--- src/rtl/spu_pkg.sv ---
package spu_pkg;

  typedef enum logic [1:0] {
    ST_IDLE   = 2'd0,
    ST_FIRST  = 2'd1,
    ST_SECOND = 2'd2
  } spu_state_e;

  // Strobes and latched request attributes from control to datapath.
  typedef struct packed {
    logic capture;  // request taken this clock
    logic access;   // a byte access is on the port
    logic second;   // the access is the second byte of a word
    logic opPush;   // latched direction
    logic opWord;   // latched size
    logic opLast;   // latched stack convention
    logic commit;   // last byte finished cleanly
    logic abort;    // memory error ends the transfer
  } spu_ctrl_t;

endpackage

--- src/rtl/spu_ctrl.sv ---
module spu_ctrl
  import spu_pkg::*;
(
  input  logic      clk,
  input  logic      rstN,
  input  logic      reqPush,
  input  logic      reqPop,
  input  logic      wordSel,
  input  logic      modeLast,
  input  logic      memErr,
  output spu_ctrl_t ctl
);

  spu_state_e state, stateNext;
  logic opPush, opWord, opLast;
  logic isIdle, lastByte;

  assign isIdle   = (state == ST_IDLE);
  assign lastByte = (state == ST_SECOND) || ((state == ST_FIRST) && !opWord);

  always_comb begin
    ctl         = '0;
    ctl.capture = isIdle && (reqPush || reqPop);
    ctl.access  = !isIdle;
    ctl.second  = (state == ST_SECOND);
    ctl.opPush  = opPush;
    ctl.opWord  = opWord;
    ctl.opLast  = opLast;
    ctl.commit  = !isIdle && lastByte && !memErr;
    ctl.abort   = !isIdle && memErr;
  end

  always_comb begin
    stateNext = state;
    unique case (state)
      ST_IDLE:   if (reqPush || reqPop) stateNext = ST_FIRST;
      ST_FIRST:  stateNext = (!memErr && opWord) ? ST_SECOND : ST_IDLE;
      ST_SECOND: stateNext = ST_IDLE;
      default:   stateNext = ST_IDLE;
    endcase
  end

  always_ff @(posedge clk) begin
    if (!rstN) begin
      state  <= ST_IDLE;
      opPush <= 1'b0;
      opWord <= 1'b0;
      opLast <= 1'b0;
    end else begin
      state <= stateNext;
      if (ctl.capture) begin
        opPush <= reqPush;   // push wins when both are raised
        opWord <= wordSel;
        opLast <= modeLast;
      end
    end
  end

  // a second byte only ever follows a first byte access
  p_second_after_first_r8: assert property (@(posedge clk) disable iff (!rstN)
    (state == ST_SECOND) |-> ($past(state) == ST_FIRST));

  // after the final or aborted access the unit is idle again
  p_idle_after_end_r8: assert property (@(posedge clk) disable iff (!rstN)
    (ctl.commit || ctl.abort) |=> (state == ST_IDLE));

  // latched attributes hold for the whole transfer
  p_attr_hold_r11: assert property (@(posedge clk) disable iff (!rstN)
    (state == ST_SECOND) |-> ($stable(opPush) && $stable(opWord) && $stable(opLast)));

endmodule

--- src/rtl/spu_dpath.sv ---
module spu_dpath
  import spu_pkg::*;
#(
  parameter int                 ADDR_W  = 16,
  parameter int                 BYTE_W  = 8,
  parameter logic [ADDR_W-1:0]  SP_INIT = '0
) (
  input  logic                  clk,
  input  logic                  rstN,
  input  spu_ctrl_t             ctl,
  input  logic [2*BYTE_W-1:0]   wrData,
  input  logic [BYTE_W-1:0]     memRdata,
  output logic [ADDR_W-1:0]     memAddr,
  output logic                  memWe,
  output logic                  memRd,
  output logic [BYTE_W-1:0]     memWdata,
  output logic [2*BYTE_W-1:0]   popData,
  output logic [ADDR_W-1:0]     spOut,
  output logic                  done,
  output logic                  fault
);

  localparam int WORD_W = 2 * BYTE_W;
  localparam logic [ADDR_W-1:0] ONE = ADDR_W'(1);
  localparam logic [ADDR_W-1:0] TWO = ADDR_W'(2);

  logic [ADDR_W-1:0] spReg, firstAddr, stepSize, spNext;
  logic [WORD_W-1:0] wrHold, popReg;
  logic [BYTE_W-1:0] rdHigh;
  logic              doneReg, faultReg;

  // First (lowest) address of the transfer; the second byte sits one above.
  always_comb begin
    unique case ({ctl.opLast, ctl.opPush, ctl.opWord})
      3'b010:  firstAddr = spReg;         // empty-slot, byte push
      3'b011:  firstAddr = spReg - ONE;   // empty-slot, word push
      3'b000,
      3'b001:  firstAddr = spReg + ONE;   // empty-slot, pops
      3'b110:  firstAddr = spReg - ONE;   // full-slot, byte push
      3'b111:  firstAddr = spReg - TWO;   // full-slot, word push
      default: firstAddr = spReg;         // full-slot, pops
    endcase
  end

  assign stepSize = ctl.opWord ? TWO : ONE;
  assign spNext   = ctl.opPush ? (spReg - stepSize) : (spReg + stepSize);

  assign memAddr  = ctl.second ? (firstAddr + ONE) : firstAddr;
  assign memWe    = ctl.access && ctl.opPush;
  assign memRd    = ctl.access && !ctl.opPush;
  assign memWdata = (ctl.opWord && !ctl.second) ? wrHold[WORD_W-1:BYTE_W]
                                                 : wrHold[BYTE_W-1:0];

  always_ff @(posedge clk) begin
    if (!rstN) begin
      spReg    <= SP_INIT;
      wrHold   <= '0;
      popReg   <= '0;
      rdHigh   <= '0;
      doneReg  <= 1'b0;
      faultReg <= 1'b0;
    end else begin
      doneReg <= ctl.commit;
      if (ctl.capture) begin
        wrHold   <= wrData;
        faultReg <= 1'b0;
      end
      if (ctl.abort) faultReg <= 1'b1;
      if (ctl.access && !ctl.opPush && ctl.opWord && !ctl.second)
        rdHigh <= memRdata;
      if (ctl.commit) begin
        spReg <= spNext;
        if (!ctl.opPush)
          popReg <= ctl.opWord ? {rdHigh, memRdata} : {{BYTE_W{1'b0}}, memRdata};
      end
    end
  end

  assign popData = popReg;
  assign spOut   = spReg;
  assign done    = doneReg;
  assign fault   = faultReg;

  // the second byte of a word is one above the first, modulo 2^16
  p_pair_addr_r10: assert property (@(posedge clk) disable iff (!rstN)
    ctl.second |-> (memAddr == $past(memAddr) + 1'b1));

  // an aborted transfer leaves the pointer untouched
  p_sp_kept_abort_r9: assert property (@(posedge clk) disable iff (!rstN)
    ctl.abort |=> (spReg == $past(spReg)));

  // done is a single-clock pulse
  p_done_single_r8: assert property (@(posedge clk) disable iff (!rstN)
    doneReg |=> !doneReg);

  // a fault never coincides with a completion
  p_fault_no_done_r9: assert property (@(posedge clk) disable iff (!rstN)
    $rose(faultReg) |-> !doneReg);

  // no access is driven in the completion clock, never both strobes
  p_quiet_done_r8: assert property (@(posedge clk) disable iff (!rstN)
    doneReg |-> !(memWe || memRd));

  p_one_dir_r2: assert property (@(posedge clk) disable iff (!rstN)
    !(memWe && memRd));

endmodule

--- src/rtl/stack_ptr_unit.sv ---
module stack_ptr_unit
  import spu_pkg::*;
#(
  parameter int                 ADDR_W  = 16,
  parameter int                 BYTE_W  = 8,
  parameter logic [ADDR_W-1:0]  SP_INIT = 16'h0100
) (
  input  logic                  clk,
  input  logic                  rstN,
  input  logic                  reqPush,
  input  logic                  reqPop,
  input  logic                  wordSel,
  input  logic                  modeLast,
  input  logic [2*BYTE_W-1:0]   wrData,
  input  logic [BYTE_W-1:0]     memRdata,
  input  logic                  memErr,
  output logic [ADDR_W-1:0]     memAddr,
  output logic                  memWe,
  output logic                  memRd,
  output logic [BYTE_W-1:0]     memWdata,
  output logic [2*BYTE_W-1:0]   popData,
  output logic [ADDR_W-1:0]     spOut,
  output logic                  done,
  output logic                  fault
);

  spu_ctrl_t ctl;

  spu_ctrl u_ctrl (
    .clk      (clk),
    .rstN     (rstN),
    .reqPush  (reqPush),
    .reqPop   (reqPop),
    .wordSel  (wordSel),
    .modeLast (modeLast),
    .memErr   (memErr),
    .ctl      (ctl)
  );

  spu_dpath #(
    .ADDR_W  (ADDR_W),
    .BYTE_W  (BYTE_W),
    .SP_INIT (SP_INIT)
  ) u_dpath (
    .clk      (clk),
    .rstN     (rstN),
    .ctl      (ctl),
    .wrData   (wrData),
    .memRdata (memRdata),
    .memAddr  (memAddr),
    .memWe    (memWe),
    .memRd    (memRd),
    .memWdata (memWdata),
    .popData  (popData),
    .spOut    (spOut),
    .done     (done),
    .fault    (fault)
  );

endmodule

--- config.mk ---
export PLATFORM = sky130hd
export DESIGN_NAME = stack_ptr_unit
export DESIGN_NICKNAME = d
export VERILOG_FILES = /design/src/rtl/spu_pkg.sv /design/src/rtl/spu_ctrl.sv /design/src/rtl/spu_dpath.sv /design/src/rtl/stack_ptr_unit.sv
export SDC_FILE = /design/constraint.sdc
export NUM_CORES = 1
export LEC_CHECK = 0
export ABC_AREA = 1
export BUFFER_PORTS_ARGS = -buffer_cell sky130_fd_sc_hd__buf_2
export CELL_PAD_IN_SITES_DETAIL_PLACEMENT = 1
export CELL_PAD_IN_SITES_GLOBAL_PLACEMENT = 1
export CORE_MARGIN = 2
export CORE_UTILIZATION = 36
export CTS_BUF_LIST = sky130_fd_sc_hd__clkbuf_4 sky130_fd_sc_hd__clkbuf_8 sky130_fd_sc_hd__clkbuf_16
export CTS_CLUSTER_DIAMETER = 150
export DETAILED_ROUTE_END_ITERATION = 8
export PLACE_DENSITY_LB_ADDON = 0.1
export SYNTH_ARGS = -nofsm -noshare
export SYNTH_HDL_FRONTEND = slang
export SYNTH_HIERARCHICAL = 1
export SYNTH_SLANG_ARGS = --single-unit
--- constraint.sdc ---
create_clock -name clk -period 3.54 [get_ports clk]
set_clock_uncertainty 0.15 [all_clocks]
set_input_delay 0.708 -clock clk [delete_from_list [all_inputs] [get_ports clk]]
set_output_delay 0.708 -clock clk [all_outputs]
set_load 0.03 [all_outputs]
== Word level (Yosys, flattened, before mapping) ==
Cells that the tools add are included.

* Logic and storage cells: 59
* Register bits: 63
* Bits of input ports: 31

* Multiplexer cells: 11
* Reductions and logical operators: 24
* Bitwise operators: 1
* Add/sub/neg operators: 6
* Eq/ne operators: 7

{| class="wikitable"
|+ Operator list
! kind !! number
|-
| 2-to-1 mux 16 bit || 3
|-
| one-hot mux 16 bit (3 select lines) || 1
|-
| adder 16 x 1 -> 16 bit (second input constant) || 2
|-
| adder 16 bit || 1
|-
| subtractor 16 x 1 -> 16 bit (second input constant) || 1
|-
| subtractor 16 bit || 1
|-
| subtractor 16 x 2 -> 16 bit (second input constant) || 1
|-
| logical AND 1 bit || 11
|-
| 2-to-1 mux 8 bit || 1
|-
| equality test 3 bit (second input constant) || 2
|-
| 2-to-1 mux 2 bit || 3
|-
| zero test 1 bit || 5
|-
| one-hot mux 2 bit (2 select lines) || 1
|-
| OR reduction 2 bit || 2
|-
| equality test 3 x 1 -> 1 bit (second input constant) || 1
|-
| equality test 3 x 2 -> 1 bit (second input constant) || 1
|-
| zero test 3 bit || 1
|-
| equality test 2 x 1 -> 1 bit (second input constant) || 1
|-
| equality test 2 bit (second input constant) || 1
|-
| zero test 2 bit || 1
|-
| logical OR 1 bit || 2
|-
| 2-to-1 mux 1 bit || 2
|-
| != test 2 bit (second input constant) || 1
|-
| AND reduction 2 bit || 1
|-
| other kinds (2) || 2
|}

== Longest topological paths before layout ==
Gate-level depths: netlist of the first run.

* Word-level depth: 6
* Mapped depth: 25
* Mapped depth without buffers: 22

== Hierarchy ==
The synthesis of the first run kept the hierarchy.

{| class="wikitable"
|+ By module, submodules not included
! module !! area an instance (sq um) !! seq. area each (sq um) !! times used !! cells an instance
|-
| spu_dpath || 5027.3 || 1161.1 || 1 || 796
|-
| spu_ctrl || 284.0 || 100.1 || 1 || 40
|}

== Least setup slack after synthesis of the first run ==
No wires, ideal clock.

* Path kind: reg-to-output
* Start point: register u_ctrl.opPush
* End point: output port memAddr[11]
* Cell stages (with the launch flop): 19
* Arrival: 3133 ps
* Slack: -451 ps
* Cell sequence: dfxtp_1 > buf_4 > buf_4 > nand2_4 > nand2_4 > nand2_1 > inv_1 > ha_1 > buf_2 > a21oi_1 > nand2_1 > nand2_1 > nand2_1 > nand2_1 > nand3_2 > a21oi_4 > nand4_4 > nor2_4 > xor2_1

* Cells in the longest elaborated chain, start to end: 5
* Elaborated cells on any way between the ends: 10
* Those cells by class: 1 x add/sub; 4 x eq/ne; 2 x mux; 3 x reduce/logical

{| class="wikitable"
|+ RTL lines
! item !! line !! source
|-
| from (decl) || spu_ctrl.sv:15 || <nowiki>logic opPush, opWord, opLast;</nowiki>
|-
| from (signal assigned) || spu_ctrl.sv:52 || <nowiki>opPush <= reqPush;</nowiki>
|-
| equality test 3 x 2 -> 1 bit (tied with other cells) || spu_dpath.sv:34 || <nowiki>unique case ({ctl.opLast, ctl.opPush, ctl.opWord})</nowiki>
|-
| OR reduction 2 bit (on tied branches) || n/a ||
|-
| one-hot mux 16 bit (3 select lines) * || spu_dpath.sv:34 ||
|-
| adder 16 x 1 -> 16 bit || spu_dpath.sv:48 || <nowiki>assign memAddr = ctl.second ? (firstAddr + ONE) : firstAddr;</nowiki>
|-
| 2-to-1 mux 16 bit * || spu_dpath.sv:48 ||
|-
| to (decl) || stack_ptr_unit.sv:17 || <nowiki>output logic [ADDR_W-1:0] memAddr,</nowiki>
|}

Mark *: on every way between the ends. The rest lies on a longest branch, timed or not.

== Worst setup path after layout of the first run ==
* Start point: register u_ctrl.opWord
* End point: output port memAddr[11]

* Cells in the longest elaborated chain, start to end: 5
* Elaborated cells on any way between the ends: 10
* Those cells by class: 1 x add/sub; 4 x eq/ne; 2 x mux; 3 x reduce/logical

{| class="wikitable"
|+ RTL lines
! item !! line !! source
|-
| from (decl) || spu_ctrl.sv:15 ||
|-
| from (signal assigned) || spu_ctrl.sv:53 || <nowiki>opWord <= wordSel;</nowiki>
|-
| equality test 3 x 2 -> 1 bit (tied with other cells) || spu_dpath.sv:34 ||
|-
| OR reduction 2 bit (on tied branches) || n/a ||
|-
| one-hot mux 16 bit (3 select lines) * || spu_dpath.sv:34 ||
|-
| adder 16 x 1 -> 16 bit || spu_dpath.sv:48 ||
|-
| 2-to-1 mux 16 bit * || spu_dpath.sv:48 ||
|}

Marks and branches as above.

==> tab_implementation.tex, run 1 <==
\begin{tabular}{lr}
\hline
Metric & Value \\
\hline
\multicolumn{2}{l}{\textbf{Logic synthesis}} \\
Syn Std Cell Area & approximately 0.0053 mm\^{}2 \\
Number of storage elements in the synthesis netlist & 63 \\
Yosys Warn Count & 6 \\
Distinct cell type count of the synthesized netlist & 43 \\
Cell taking the most area after synthesis & sky130\_fd\_sc\_hd\_\_dfxtp\_1 \\
Mapped Nets & 903 \\
Sequential area share after synthesis & between 20\% and 30\% \\
Top cell type's share of synthesized area & 23.7\% \\
Mean instance size in the synthesized netlist & between 6 and 7 um\^{}2 \\
Leading cell types by total area after synthesis & sky130\_fd\_sc\_hd\_\_dfxtp\_1 24\%, sky130\_fd\_sc\_hd\_\_nand2\_1 14\%, sky130\_fd\_sc\_hd\_\_inv\_1 8.5\%, sky130\_fd\_sc\_hd\_\_ha\_1 8.0\%, sky130\_fd\_sc\_hd\_\_nor2\_1 7.5\% \\
Cell count after synthesis & roughly 840 \\
\multicolumn{2}{l}{\textbf{Clock network}} \\
Sink Count & 63 \\
Clock latency on the worst-skew pair & 330 ps \\
Clock transition at path regs & approximately 60 ps \\
Clock tree from TritonCTS & built \\
Inserted Clock Buffers & 9 \\
Root Buffer Master & sky130\_fd\_sc\_hd\_\_clkbuf\_16 \\
Bufs on Longest Clock Path & 2 \\
CTS H-Tree Depth & 3 \\
\multicolumn{2}{l}{\textbf{Cells and area}} \\
Finished Layout Cells & 1175 \\
Diode count & 0 \\
Final std cell area, no fill & slightly above 0.007 mm\^{}2 \\
Finished Core Util & between 40 and 50\% \\
Fraction of layout instances using a drive strength above 1 & between 30 and 40\% \\
Area overhead of the layout relative to synthesis & 36.2\% \\
Final Net Count & approximately 1100 \\
\multicolumn{2}{l}{\textbf{Place}} \\
Detail Placement HPWL & 14700 um \\
Port-buffer cells & 90 \\
Gpl congestion & approximately 0.9 \\
Placed insts & between 1000 and 1500 \\
Cell area after placement & approximately 0.0064 mm\^{}2 \\
\multicolumn{2}{l}{\textbf{STA}} \\
Unrepaired setup endpoints after global routing & true \\
Final setup viols & 12 \\
Min Clock Period, post-route & $\sim$4000 ps \\
Number of endpoints with negative hold slack in the final report & 0 \\
Measured slew at the worst slew-check pin & between 700 and 800 ps \\
Fraction of the cycle the final worst path needs & 112\% \\
Final WS setup & -422 ps \\
Relative max-transition margin & 51.6\% \\
FMAX & around 0.25 GHz \\
Final count of pins violating max slew & 0 \\
Hold\_ws & approximately 320 ps \\
\multicolumn{2}{l}{\textbf{Route}} \\
Remaining antenna violation count after routing & 0 \\
Detail-routed via count per cell & around 5.0 \\
Wirelength per Cell & about 16 um \\
Detailed Routing Iterations Pass 1 & 4 \\
Vias after detailed routing & 5880 \\
Post-Route WL & 18600 um \\
Remaining DRCs & 0 \\
Number of design-rule violations left by the first detailed-router iteration & between 200 and 250 \\
\multicolumn{2}{l}{\textbf{Min path}} \\
Path class of the lowest-slack min-delay path & register to register \\
\multicolumn{2}{l}{\textbf{Floorplanning}} \\
DIE HEIGHT & 125 um \\
Core Rows & 44 \\
Total I/O pin count & between 90 and 100 \\
Placeable Area & between 0.01 and 0.015 mm\^{}2 \\
Area of the die & roughly 0.016 mm\^{}2 \\
Die X-Extent & approximately 130 um \\
Initial cell density of the core & 36.7\% \\
\multicolumn{2}{l}{\textbf{Critical path}} \\
Worst path bufs/invs & 6 \\
Crit end category & primary output \\
Top Family by Delay on Critical Path & simple AND/OR/NAND/NOR gates \\
Largest fanout of any net on the critical path & 7 \\
Crit-path max cell delay & around 370 ps \\
Data arrival time of the worst path & just over 3000 ps \\
Data required time of the worst path & between 2000 and 3000 ps \\
Kind of start point of the critical path & register \\
Kind of critical path & register to primary output \\
Critical-path cell list & inv\_4, nand2\_4, nand2\_4, nand2\_4, clkinvlp\_4, buf\_4, ha\_4, nand2\_2, nor2\_2, nand2\_2, nand3\_4, nand2\_1, nand3\_1, nand3\_1, nand2\_1, nand2\_2, nor2\_4, inv\_2, nor2\_4, buf\_12, xor2\_4, buf\_6 \\
Slowest CP cell & sky130\_fd\_sc\_hd\_\_dfxtp\_4 \\
\multicolumn{2}{l}{\textbf{Global routing}} \\
First-pass GRT wire length & slightly above 30000 um \\
Global-route usage over all layers & 23.9\% \\
Number of antenna violations at the first check in global routing & 0 \\
Overflow left after global routing & 0 \\
Maximum number of pins on one net before global-route repair & 43 \\
Vias in the first global route & approximately 6300 \\
\multicolumn{2}{l}{\textbf{Pwr}} \\
Lkg Pwr & $\sim$3.7 nW \\
Power density over the cells & around 450 mW/mm\^{}2 \\
Worst voltage drop across the vdd grid & 0.297 mV \\
Final Total Pwr & between 3 and 4 mW \\
\multicolumn{2}{l}{\textbf{Run}} \\
Maximum Capacitance Violations & 0 \\
\multicolumn{2}{l}{\textbf{Run status}} \\
Violated checks & setup timing \\
Outcome & complete, but fails checks \\
\hline
\end{tabular}
## cell usage in the layout (no fill, tap or decap), types with 4 or more instances in the layout
master / instances
sky130_fd_sc_hd__nand2_1: 173
sky130_fd_sc_hd__inv_1: 115
sky130_fd_sc_hd__nor2_1: 99
sky130_fd_sc_hd__buf_2: 78
sky130_fd_sc_hd__buf_4: 74
sky130_fd_sc_hd__o21ai_0: 64
sky130_fd_sc_hd__dfxtp_1: 60
sky130_fd_sc_hd__nand3_1: 51
sky130_fd_sc_hd__a21oi_1: 46
sky130_fd_sc_hd__nand2_2: 30
sky130_fd_sc_hd__ha_1: 22
sky130_fd_sc_hd__xor2_1: 14
sky130_fd_sc_hd__nand3_2: 13
sky130_fd_sc_hd__nand4_1: 13
sky130_fd_sc_hd__nor2_2: 11
sky130_fd_sc_hd__nor2_4: 10
sky130_fd_sc_hd__clkbuf_16: 9
sky130_fd_sc_hd__ha_4: 9
sky130_fd_sc_hd__nand2_4: 8
sky130_fd_sc_hd__inv_2: 8
sky130_fd_sc_hd__a21oi_2: 8
sky130_fd_sc_hd__buf_6: 7
sky130_fd_sc_hd__a21oi_4: 4
sky130_fd_sc_hd__o21ai_2: 4
sky130_fd_sc_hd__xnor2_1: 4
## cell usage after synthesis (all sizes together)
library cell and count:
o211ai 1, a31oi 3, buf 10, o31ai 2, o22ai 2, o21bai 2, a21oi 58, a21o 3
fa 2, nand3 66, o21ai 69, inv 125, dfxtp 63, xnor2 6, nor3 6, nor2 120
nand3b 2, nand2 211, clkbuf 14, or2 1, clkinv 2, xor2 17, ha 34, nand4 17
## final timing paths
path / from / endpoint / slack (ps) / cells past startpoint
setup / recovery: u_ctrl/opWord$_SDFFE_PN0P_ / memAddr[11] / -420 / 22
hold / removal: u_dpath/popData[10]$_SDFFE_PN0P_ / u_dpath/popData[10]$_SDFFE_PN0P_ / 320 / 2
setup reg to reg: u_dpath/spOut[0]$_SDFFE_PN0P_ / u_dpath/spOut[12]$_SDFFE_PN0P_ / 740 / 14
hold reg to reg: u_dpath/popData[10]$_SDFFE_PN0P_ / u_dpath/popData[10]$_SDFFE_PN0P_ / 320 / 2
## power by group
group | leakage, nW | switching (mW) | internal, mW
Combinational | 3.05 | 0.847 | 0.534
Sequential | 0.517 | 0.0455 | 0.758
Clock | 0.176 | 0.327 | 0.726
Total | 3.75 | 1.22 | 2.02
## final cells by class
| type | instances | area (um^2) |
|---|---|---|
| Clock buffer | 11 | 253 |
| Clock inverter | 5 | 104 |
| Fill cell | 1903 | 7240 |
| Inverter | 127 | 488 |
| Multi-Input combinational cell | 622 | 3800 |
| Sequential cell | 63 | 1270 |
| Tap cell | 184 | 230 |
| Timing Repair Buffer | 163 | 1090 |
## state kept, by name, indices dropped and copies added, names as in the netlist
signal,flops
u_ctrl/state,2
u_dpath/wrHold,16
u_ctrl/opLast,1
u_dpath/popData,16
u_ctrl/opPush,1
u_ctrl/opWord,1
u_dpath/fault,1
u_dpath/done,1
u_dpath/spOut,16
u_dpath/rdHigh,8
## repair_timing
action	4_1_cts	5_1_grt
buffers inserted	7	3
resized for setup	68	17
endpoints found under the setup margin	12	12
hold buffers	0	0
pin swaps	10	4
## tightest hold or removal path, stage by stage, from the launching register on
cell and delay [ps]:
sky130_fd_sc_hd__dfxtp_1 310, sky130_fd_sc_hd__nand2_1 60, sky130_fd_sc_hd__a21oi_1 60
## cells by family (layout without fill, tap and decap cells)
logic type      Yosys count  after routing  share of synthesized area [%]
compound gates          140            140                           14.5
xor+xnor                 23             23                           4.15
fa+ha+maj                36             36                           8.76
buf+inv                 151            306                           12.2
flops                    63             63                           23.7
simple gates            423            423                           36.7
## per-stage QoR
step | TNS [ps] | setup WS [ps]
after CTS | -3750 | -431
after detailed placement | -1910 | -297
after floorplan | -1260 | -183
final | -3620 | -422
after global routing | -6120 | -637
after global placement | -926 | -168
## layer usage
metal	global-route usage [%]	routed length, um	vias to the layer above
met2	45.1	9650	101
met5	0	0	-
met3	3.34	521	27
met4	7.84	470	0
li1	-	-	2981
met1	27.7	7920	2771
(Power assumes the default switching activity.)
==> run 2, diff against run 1 <==
--- a/config.mk
+++ b/config.mk
@@ -15,6 +15,8 @@
 export CTS_CLUSTER_DIAMETER = 150
 export DETAILED_ROUTE_END_ITERATION = 8
 export PLACE_DENSITY_LB_ADDON = 0.1
+export SETUP_SLACK_MARGIN = 0.1
+export SLEW_MARGIN = 20
 export SYNTH_ARGS = -nofsm -noshare
 export SYNTH_HDL_FRONTEND = slang
 export SYNTH_HIERARCHICAL = 1
==> tab_implementation.tex, run 2 (synthesis results as in run 1) <==
\begin{tabular}{lr}
\hline
Metric & Value \\
\hline
\multicolumn{2}{l}{\textbf{Run status}} \\
Outcome & complete, but fails checks \\
Violated checks & setup timing \\
\multicolumn{2}{l}{\textbf{Critical path}} \\
Kind of critical path & register to primary output \\
Crit path to & memAddr[11] \\
Slowest CP cell & sky130\_fd\_sc\_hd\_\_dfxtp\_4 \\
Kind of start point of the critical path & register \\
Worst setup slack for register-to-register paths & 640 ps \\
Worst Setup SP & u\_ctrl/opWord\$\_SDFFE\_PN0P\_ \\
Worst flop-to-flop path startpoint & u\_ctrl/opWord\$\_SDFFE\_PN0P\_ \\
Data required time of the worst path & between 2000 and 3000 ps \\
Crit-path max cell delay & $\sim$370 ps \\
Crit end category & primary output \\
Critical-path cell list & inv\_4, nand2\_4, nand2\_4, nand2\_4, clkinvlp\_4, buf\_6, ha\_4, buf\_12, xnor2\_4, nand3\_2, nand2\_2, nand2\_2, a21oi\_2, nand2\_2, nor2\_4, nand4\_4, nor2\_4, buf\_12, xor2\_4, buf\_6 \\
Destination of the worst register-to-register timing path & u\_dpath/spOut[12]\$\_SDFFE\_PN0P\_ \\
Data arrival time of the worst path & between 3000 and 4000 ps \\
Largest fanout of any net on the critical path & 7 \\
Length in cells of the worst reg-to-reg path & 15 \\
\multicolumn{2}{l}{\textbf{STA}} \\
Relative max-transition margin & approximately 52\% \\
Min Clock Period, post-route & about 4100 ps \\
Unrepaired setup endpoints after global routing & true \\
Measured slew at the worst slew-check pin & 712 ps \\
Fraction of the cycle the final worst path needs & 114\% \\
FMAX & approximately 0.25 GHz \\
Final WS setup & -513 ps \\
Final setup viols & 12 \\
Final count of pins violating max slew & 0 \\
Number of endpoints with negative hold slack in the final report & 0 \\
\multicolumn{2}{l}{\textbf{Pwr}} \\
Power density over the cells & $\sim$420 mW/mm\^{}2 \\
Lkg Pwr & 3.89 nW \\
Relative contribution of sequential cells to total power & about a quarter \\
Combinational share of power & between 40\% and 50\% \\
Final Total Pwr & $\sim$3.2 mW \\
Clock network fraction of total power & approximately 28\% \\
Net Switching & about 1.2 mW \\
Sw frac & around 39\% \\
Worst voltage drop across the vdd grid & slightly above 0.3 mV \\
Internal cell power & 1.92 mW \\
\multicolumn{2}{l}{\textbf{Cells and area}} \\
Finished Layout Cells & 1198 \\
Diode count & 0 \\
Fraction of layout instances using a drive strength above 1 & 34.3\% \\
Most common cell after layout, fill and taps aside & sky130\_fd\_sc\_hd\_\_nand2\_1 \\
Final Net Count & approximately 1100 \\
Area overhead of the layout relative to synthesis & 41.1\% \\
Finished Core Util & between 50 and 60\% \\
Top library cells by usage in the layout, fill and taps aside & 163 x sky130\_fd\_sc\_hd\_\_nand2\_1, 111 x sky130\_fd\_sc\_hd\_\_inv\_1, 100 x sky130\_fd\_sc\_hd\_\_nor2\_1, 90 x sky130\_fd\_sc\_hd\_\_buf\_4, 75 x sky130\_fd\_sc\_hd\_\_buf\_2 \\
\multicolumn{2}{l}{\textbf{Run}} \\
Maximum Capacitance Violations & 0 \\
\multicolumn{2}{l}{\textbf{Min path}} \\
Path class of the lowest-slack min-delay path & register to register \\
Startpoint of the most critical hold path & u\_dpath/popData[14]\$\_SDFFE\_PN0P\_ \\
\multicolumn{2}{l}{\textbf{Place}} \\
Placed insts & between 1000 and 1500 \\
Gpl congestion & 0.892 \\
Port-buffer cells & 90 \\
Detail Placement HPWL & $\sim$14000 um \\
\multicolumn{2}{l}{\textbf{Global routing}} \\
Overflow left after global routing & 0 \\
Vias in the first global route & roughly 6300 \\
Global-route usage over all layers & a little under a quarter \\
First-pass GRT wire length & approximately 30000 um \\
Maximum number of pins on one net before global-route repair & 43 \\
Number of antenna violations at the first check in global routing & 0 \\
\multicolumn{2}{l}{\textbf{Clock network}} \\
Clock tree from TritonCTS & built \\
Clock latency on the worst-skew pair & roughly 330 ps \\
Inserted Clock Buffers & 9 \\
Sink Count & between 60 and 70 \\
Root Buffer Master & sky130\_fd\_sc\_hd\_\_clkbuf\_16 \\
Clock transition at path regs & approximately 50 ps \\
CTS H-Tree Depth & 3 \\
Bufs on Longest Clock Path & 2 \\
\multicolumn{2}{l}{\textbf{Floorplanning}} \\
Die X-Extent & between 100 and 150 um \\
Core Rows & 44 \\
Initial cell density of the core & between 30\% and 40\% \\
Total I/O pin count & a little over 90 \\
Placeable Area & $\sim$0.014 mm\^{}2 \\
DIE HEIGHT & $\sim$130 um \\
Area of the die & about 0.016 mm\^{}2 \\
\multicolumn{2}{l}{\textbf{Route}} \\
Detail-routed via count per cell & between 4 and 5 \\
Detailed Routing Iterations Pass 1 & 4 \\
Vias after detailed routing & roughly 6000 \\
Remaining DRCs & 0 \\
Wirelength per Cell & 15.3 um \\
Remaining antenna violation count after routing & 0 \\
Post-Route WL & approximately 18000 um \\
Number of design-rule violations left by the first detailed-router iteration & about 260 \\
\hline
\end{tabular}
==> run 2: cell types whose count changed in the layout (fill, tap and decap cells not counted), sizes merged <==
cell	delta
clkinv	+2
bufinv	-2
clkbuf	-2
clkinvlp	+1
buf	+24
==> run 2: power groups by stage <==
stage,Sequential (mW),Combinational (mW),Clock (mW)
final,0.799,1.49,0.872
after global routing,0.807,1.63,0.923
after CTS,0.799,1.41,0.896
after detailed placement,0.812,1.25,0
after global placement,0.810,1.22,0
after floorplan,0.845,0.792,0
==> run 2: final cells by class <==
class | instances | area (um^2)
Multi-Input combinational cell | 622 | 3890
Timing Repair Buffer | 186 | 1310
Tap cell | 184 | 230
Sequential cell | 63 | 1270
Inverter | 127 | 488
Clock inverter | 6 | 61.3
Clock buffer | 10 | 233
Fill cell | 1918 | 6990
==> run 2: routing by layer <==
layer / part of all wire, % / GRT usage (%)
met1: 44 / 27.0
met2: 52 / 44.1
met3: 2.8 / 2.57
met4: 1.9 / 7.06
met5: 0 / 0
==> run 2: worst min-delay path by stage <==
stage	endpoint	slack, ps	cells past startpoint
final	u_dpath/popData[14]$_SDFFE_PN0P_	310	2
after detailed placement	u_dpath/popData[14]$_SDFFE_PN0P_	300	2
after CTS	u_dpath/popData[14]$_SDFFE_PN0P_	310	2
after global placement	u_dpath/popData[15]$_SDFFE_PN0P_	300	2
after global routing	u_dpath/popData[9]$_SDFFE_PN0P_	340	2
after floorplan	u_ctrl/opPush$_SDFFE_PN0P_	300	2
==> run 2: stage by stage <==
step | cell area [um^2] | setup TNS [ps] | worst slack (ps) | hold WS, ps
after global routing | 7490 | -6680 | -666 | 337
after floorplan | 5460 | -1210 | -183 | 297
after global placement | 6530 | -2560 | -326 | 301
after detailed placement | 6530 | -3650 | -438 | 304
final | 7490 | -4530 | -513 | 314
after CTS | 7270 | -3810 | -424 | 313
==> run 2: worst max-delay path: cells and delay by family (launching register included) <==
kind | cells | cell delay, ps
AOI/OAI and AO/OA | 1 | 120
xor gates and xnor gates | 2 | 350
adders and majority gates | 1 | 280
buffers and inverters | 6 | 710
DFF | 1 | 370
and+or+nand+nor | 10 | 1040
==> run 2: repair_timing <==
action | CTS | global route
hold buffers | 0 | 0
gates resized for setup | 84 | 40
setup endpoints to repair | 15 | 15
pin swaps | 19 | 15
setup buffers | 14 | 9
==> run 3, diff against run 2 <==
--- a/config.mk
+++ b/config.mk
@@ -14,8 +14,10 @@
 export CTS_BUF_LIST = sky130_fd_sc_hd__clkbuf_4 sky130_fd_sc_hd__clkbuf_8 sky130_fd_sc_hd__clkbuf_16
 export CTS_CLUSTER_DIAMETER = 150
 export DETAILED_ROUTE_END_ITERATION = 8
+export MAX_ROUTING_LAYER = met4
 export PLACE_DENSITY_LB_ADDON = 0.1
 export SETUP_SLACK_MARGIN = 0.1
+export SKIP_LAST_GASP = 1
 export SLEW_MARGIN = 20
 export SYNTH_ARGS = -nofsm -noshare
 export SYNTH_HDL_FRONTEND = slang
==> tab_implementation.tex, run 3 (synthesis results as in run 1) <==
\begin{tabular}{lr}
\hline
Metric & Value \\
\hline
\multicolumn{2}{l}{\textbf{STA}} \\
Hold\_ws & approximately 310 ps \\
Min Clock Period, post-route & roughly 4100 ps \\
Relative max-transition margin & a little over half \\
FMAX & approximately 0.25 GHz \\
Measured slew at the worst slew-check pin & between 700 and 800 ps \\
Final WS setup & -522 ps \\
Final setup viols & 13 \\
Fraction of the cycle the final worst path needs & 115\% \\
Unrepaired setup endpoints after global routing & true \\
Final count of pins violating max slew & 0 \\
Number of endpoints with negative hold slack in the final report & 0 \\
\multicolumn{2}{l}{\textbf{Min path}} \\
Startpoint of the most critical hold path & u\_dpath/popData[10]\$\_SDFFE\_PN0P\_ \\
Worst Hold End & u\_dpath/popData[10]\$\_SDFFE\_PN0P\_ \\
Cell depth of the worst hold path & 2 \\
Path class of the lowest-slack min-delay path & register to register \\
\multicolumn{2}{l}{\textbf{Run}} \\
Maximum Capacitance Violations & 0 \\
\multicolumn{2}{l}{\textbf{Floorplanning}} \\
DIE HEIGHT & roughly 130 um \\
Core Rows & 44 \\
Placeable Area & 0.0145 mm\^{}2 \\
Total I/O pin count & 91 \\
Area of the die & $\sim$0.016 mm\^{}2 \\
Initial cell density of the core & a little under two fifths \\
Die X-Extent & 125 um \\
\multicolumn{2}{l}{\textbf{Place}} \\
Placed insts & between 1000 and 1500 \\
Setup Slack @ Placement & -486 ps \\
Port-buffer cells & 90 \\
Gpl congestion & 0.968 \\
Cell area after placement & 0.00647 mm\^{}2 \\
Detail Placement HPWL & around 14000 um \\
\multicolumn{2}{l}{\textbf{Clock network}} \\
Bufs on Longest Clock Path & 2 \\
Sink Count & between 60 and 70 \\
CTS H-Tree Depth & 3 \\
Clock latency on the worst-skew pair & roughly 330 ps \\
Clock transition at path regs & 50 ps \\
Inserted Clock Buffers & 9 \\
Clock tree from TritonCTS & built \\
Root Buffer Master & sky130\_fd\_sc\_hd\_\_clkbuf\_16 \\
\multicolumn{2}{l}{\textbf{Route}} \\
Detailed Routing Iterations Pass 1 & 4 \\
Post-Route WL & approximately 19000 um \\
Remaining DRCs & 0 \\
Remaining antenna violation count after routing & 0 \\
Wirelength per Cell & approximately 16 um \\
Vias after detailed routing & slightly below 6000 \\
Detail-routed via count per cell & 5.03 \\
Number of design-rule violations left by the first detailed-router iteration & around 200 \\
\multicolumn{2}{l}{\textbf{Cells and area}} \\
Most common cell after layout, fill and taps aside & sky130\_fd\_sc\_hd\_\_nand2\_1 \\
Diode count & 0 \\
Finished Layout Cells & roughly 1200 \\
Fraction of layout instances using a drive strength above 1 & between 30\% and 40\% \\
Area overhead of the layout relative to synthesis & 39.1\% \\
Final Net Count & approximately 1100 \\
Top library cells by usage in the layout, fill and taps aside & 159 x sky130\_fd\_sc\_hd\_\_nand2\_1, 112 x sky130\_fd\_sc\_hd\_\_inv\_1, 100 x sky130\_fd\_sc\_hd\_\_nor2\_1, 75 x sky130\_fd\_sc\_hd\_\_buf\_2, 74 x sky130\_fd\_sc\_hd\_\_buf\_4 \\
Finished Core Util & between 50 and 60\% \\
Final std cell area, no fill & about 0.0074 mm\^{}2 \\
\multicolumn{2}{l}{\textbf{Critical path}} \\
Crit end category & primary output \\
Destination of the worst register-to-register timing path & u\_dpath/spOut[12]\$\_SDFFE\_PN0P\_ \\
Length in cells of the worst reg-to-reg path & 16 \\
Data arrival time of the worst path & between 3000 and 4000 ps \\
Kind of start point of the critical path & register \\
Worst setup slack for register-to-register paths & 650 ps \\
Largest fanout of any net on the critical path & 7 \\
Worst flop-to-flop path startpoint & u\_ctrl/opWord\$\_SDFFE\_PN0P\_ \\
Kind of critical path & register to primary output \\
Data required time of the worst path & between 2000 and 3000 ps \\
\multicolumn{2}{l}{\textbf{Pwr}} \\
Power density over the cells & roughly 430 mW/mm\^{}2 \\
Lkg Pwr & a little under 4 nW \\
Worst voltage drop across the vdd grid & about 0.30 mV \\
\multicolumn{2}{l}{\textbf{Global routing}} \\
Vias in the first global route & 6341 \\
Maximum number of pins on one net before global-route repair & 43 \\
Global-route usage over all layers & around 24\% \\
Number of antenna violations at the first check in global routing & 0 \\
Overflow left after global routing & 0 \\
First-pass GRT wire length & 30600 um \\
\multicolumn{2}{l}{\textbf{Run status}} \\
Violated checks & setup timing \\
Outcome & complete, but fails checks \\
\hline
\end{tabular}
-- run 3: changes by cell type in the layout (fill, tap and decap cells not counted), sizes merged --
cell / delta
clkbuf: +3
clkinv: -2
buf: -14
-- run 3: how the worst max path moves through the flow --
stage          slack (ps)          end  depth (start not counted)                  startpoint
2_1_floorplan        -180  memAddr[11]                         17  u_ctrl/opPush$_SDFFE_PN0P_
3_3_place_gp         -400  memAddr[15]                         21  u_ctrl/opWord$_SDFFE_PN0P_
3_5_place_dp         -490  memAddr[15]                         21  u_ctrl/opWord$_SDFFE_PN0P_
4_1_cts              -500  memAddr[15]                         20  u_ctrl/opWord$_SDFFE_PN0P_
5_1_grt              -700  memAddr[15]                         23  u_ctrl/opWord$_SDFFE_PN0P_
6_report             -520  memAddr[15]                         21  u_ctrl/opWord$_SDFFE_PN0P_
-- run 3: per-stage QoR --
step / total power [mW] / TNS (ps)
after floorplan: 1.64 / -1210
after global placement: 2.02 / -3050
after detailed placement: 2.05 / -3710
after CTS: 3.12 / -4640
after global routing: 3.36 / -7010
final: 3.17 / -4640
-- run 3: area by class of cell --
cell class / count / area (um^2)
Timing Repair Buffer: 172 / 1190
Clock buffer: 13 / 274
Clock inverter: 3 / 40.0
Timing Repair inverter: 1 / 7.51
Inverter: 127 / 488
Tap cell: 184 / 230
Fill cell: 1929 / 7090
Multi-Input combinational cell: 622 / 3890
Sequential cell: 63 / 1270
-- run 3: where the power goes --
part	switching, mW	internal, mW	total (mW)
registers	0.0415	0.759	0.800
logic	0.889	0.568	1.46
clock network	0.304	0.607	0.911
total	1.23	1.93	3.17
-- run 3: critical path, cell delays in order, from the launching register on --
cell                         delay [ps]
sky130_fd_sc_hd__dfxtp_4            370
sky130_fd_sc_hd__inv_4               40
sky130_fd_sc_hd__nand2_4             60
sky130_fd_sc_hd__nand2_4             70
sky130_fd_sc_hd__nand2_8             90
sky130_fd_sc_hd__clkinvlp_4         190
sky130_fd_sc_hd__buf_6              190
sky130_fd_sc_hd__ha_4               290
sky130_fd_sc_hd__a21oi_4            170
sky130_fd_sc_hd__nand2_4            100
sky130_fd_sc_hd__nand2_2             80
sky130_fd_sc_hd__nand2_1             50
sky130_fd_sc_hd__nand2_1             80
sky130_fd_sc_hd__nand3_2            140
sky130_fd_sc_hd__a21oi_4            240
sky130_fd_sc_hd__inv_2               90
sky130_fd_sc_hd__nor2_4             130
sky130_fd_sc_hd__nand3_1             90
sky130_fd_sc_hd__nor2_1             120
sky130_fd_sc_hd__nand2_1             90
sky130_fd_sc_hd__nand2_2             70
sky130_fd_sc_hd__buf_6              120
-- run 3: metal layers --
layer / global-route usage, % / routed length, um / vias to the layer above
met5: - / 0 / -
met4: 8.30 / 591 / 0
met3: 3.25 / 558 / 38
met2: 44.7 / 9620 / 124
met1: 27.1 / 8030 / 2810
li1: - / - / 2987
-- run 3: timing repair --
item,CTS,global route
gates resized for setup,85,45
cloned,1,0
setup endpoints to repair,15,15
buffers inserted,11,5
hold buffers,0,0
pin swaps,29,22
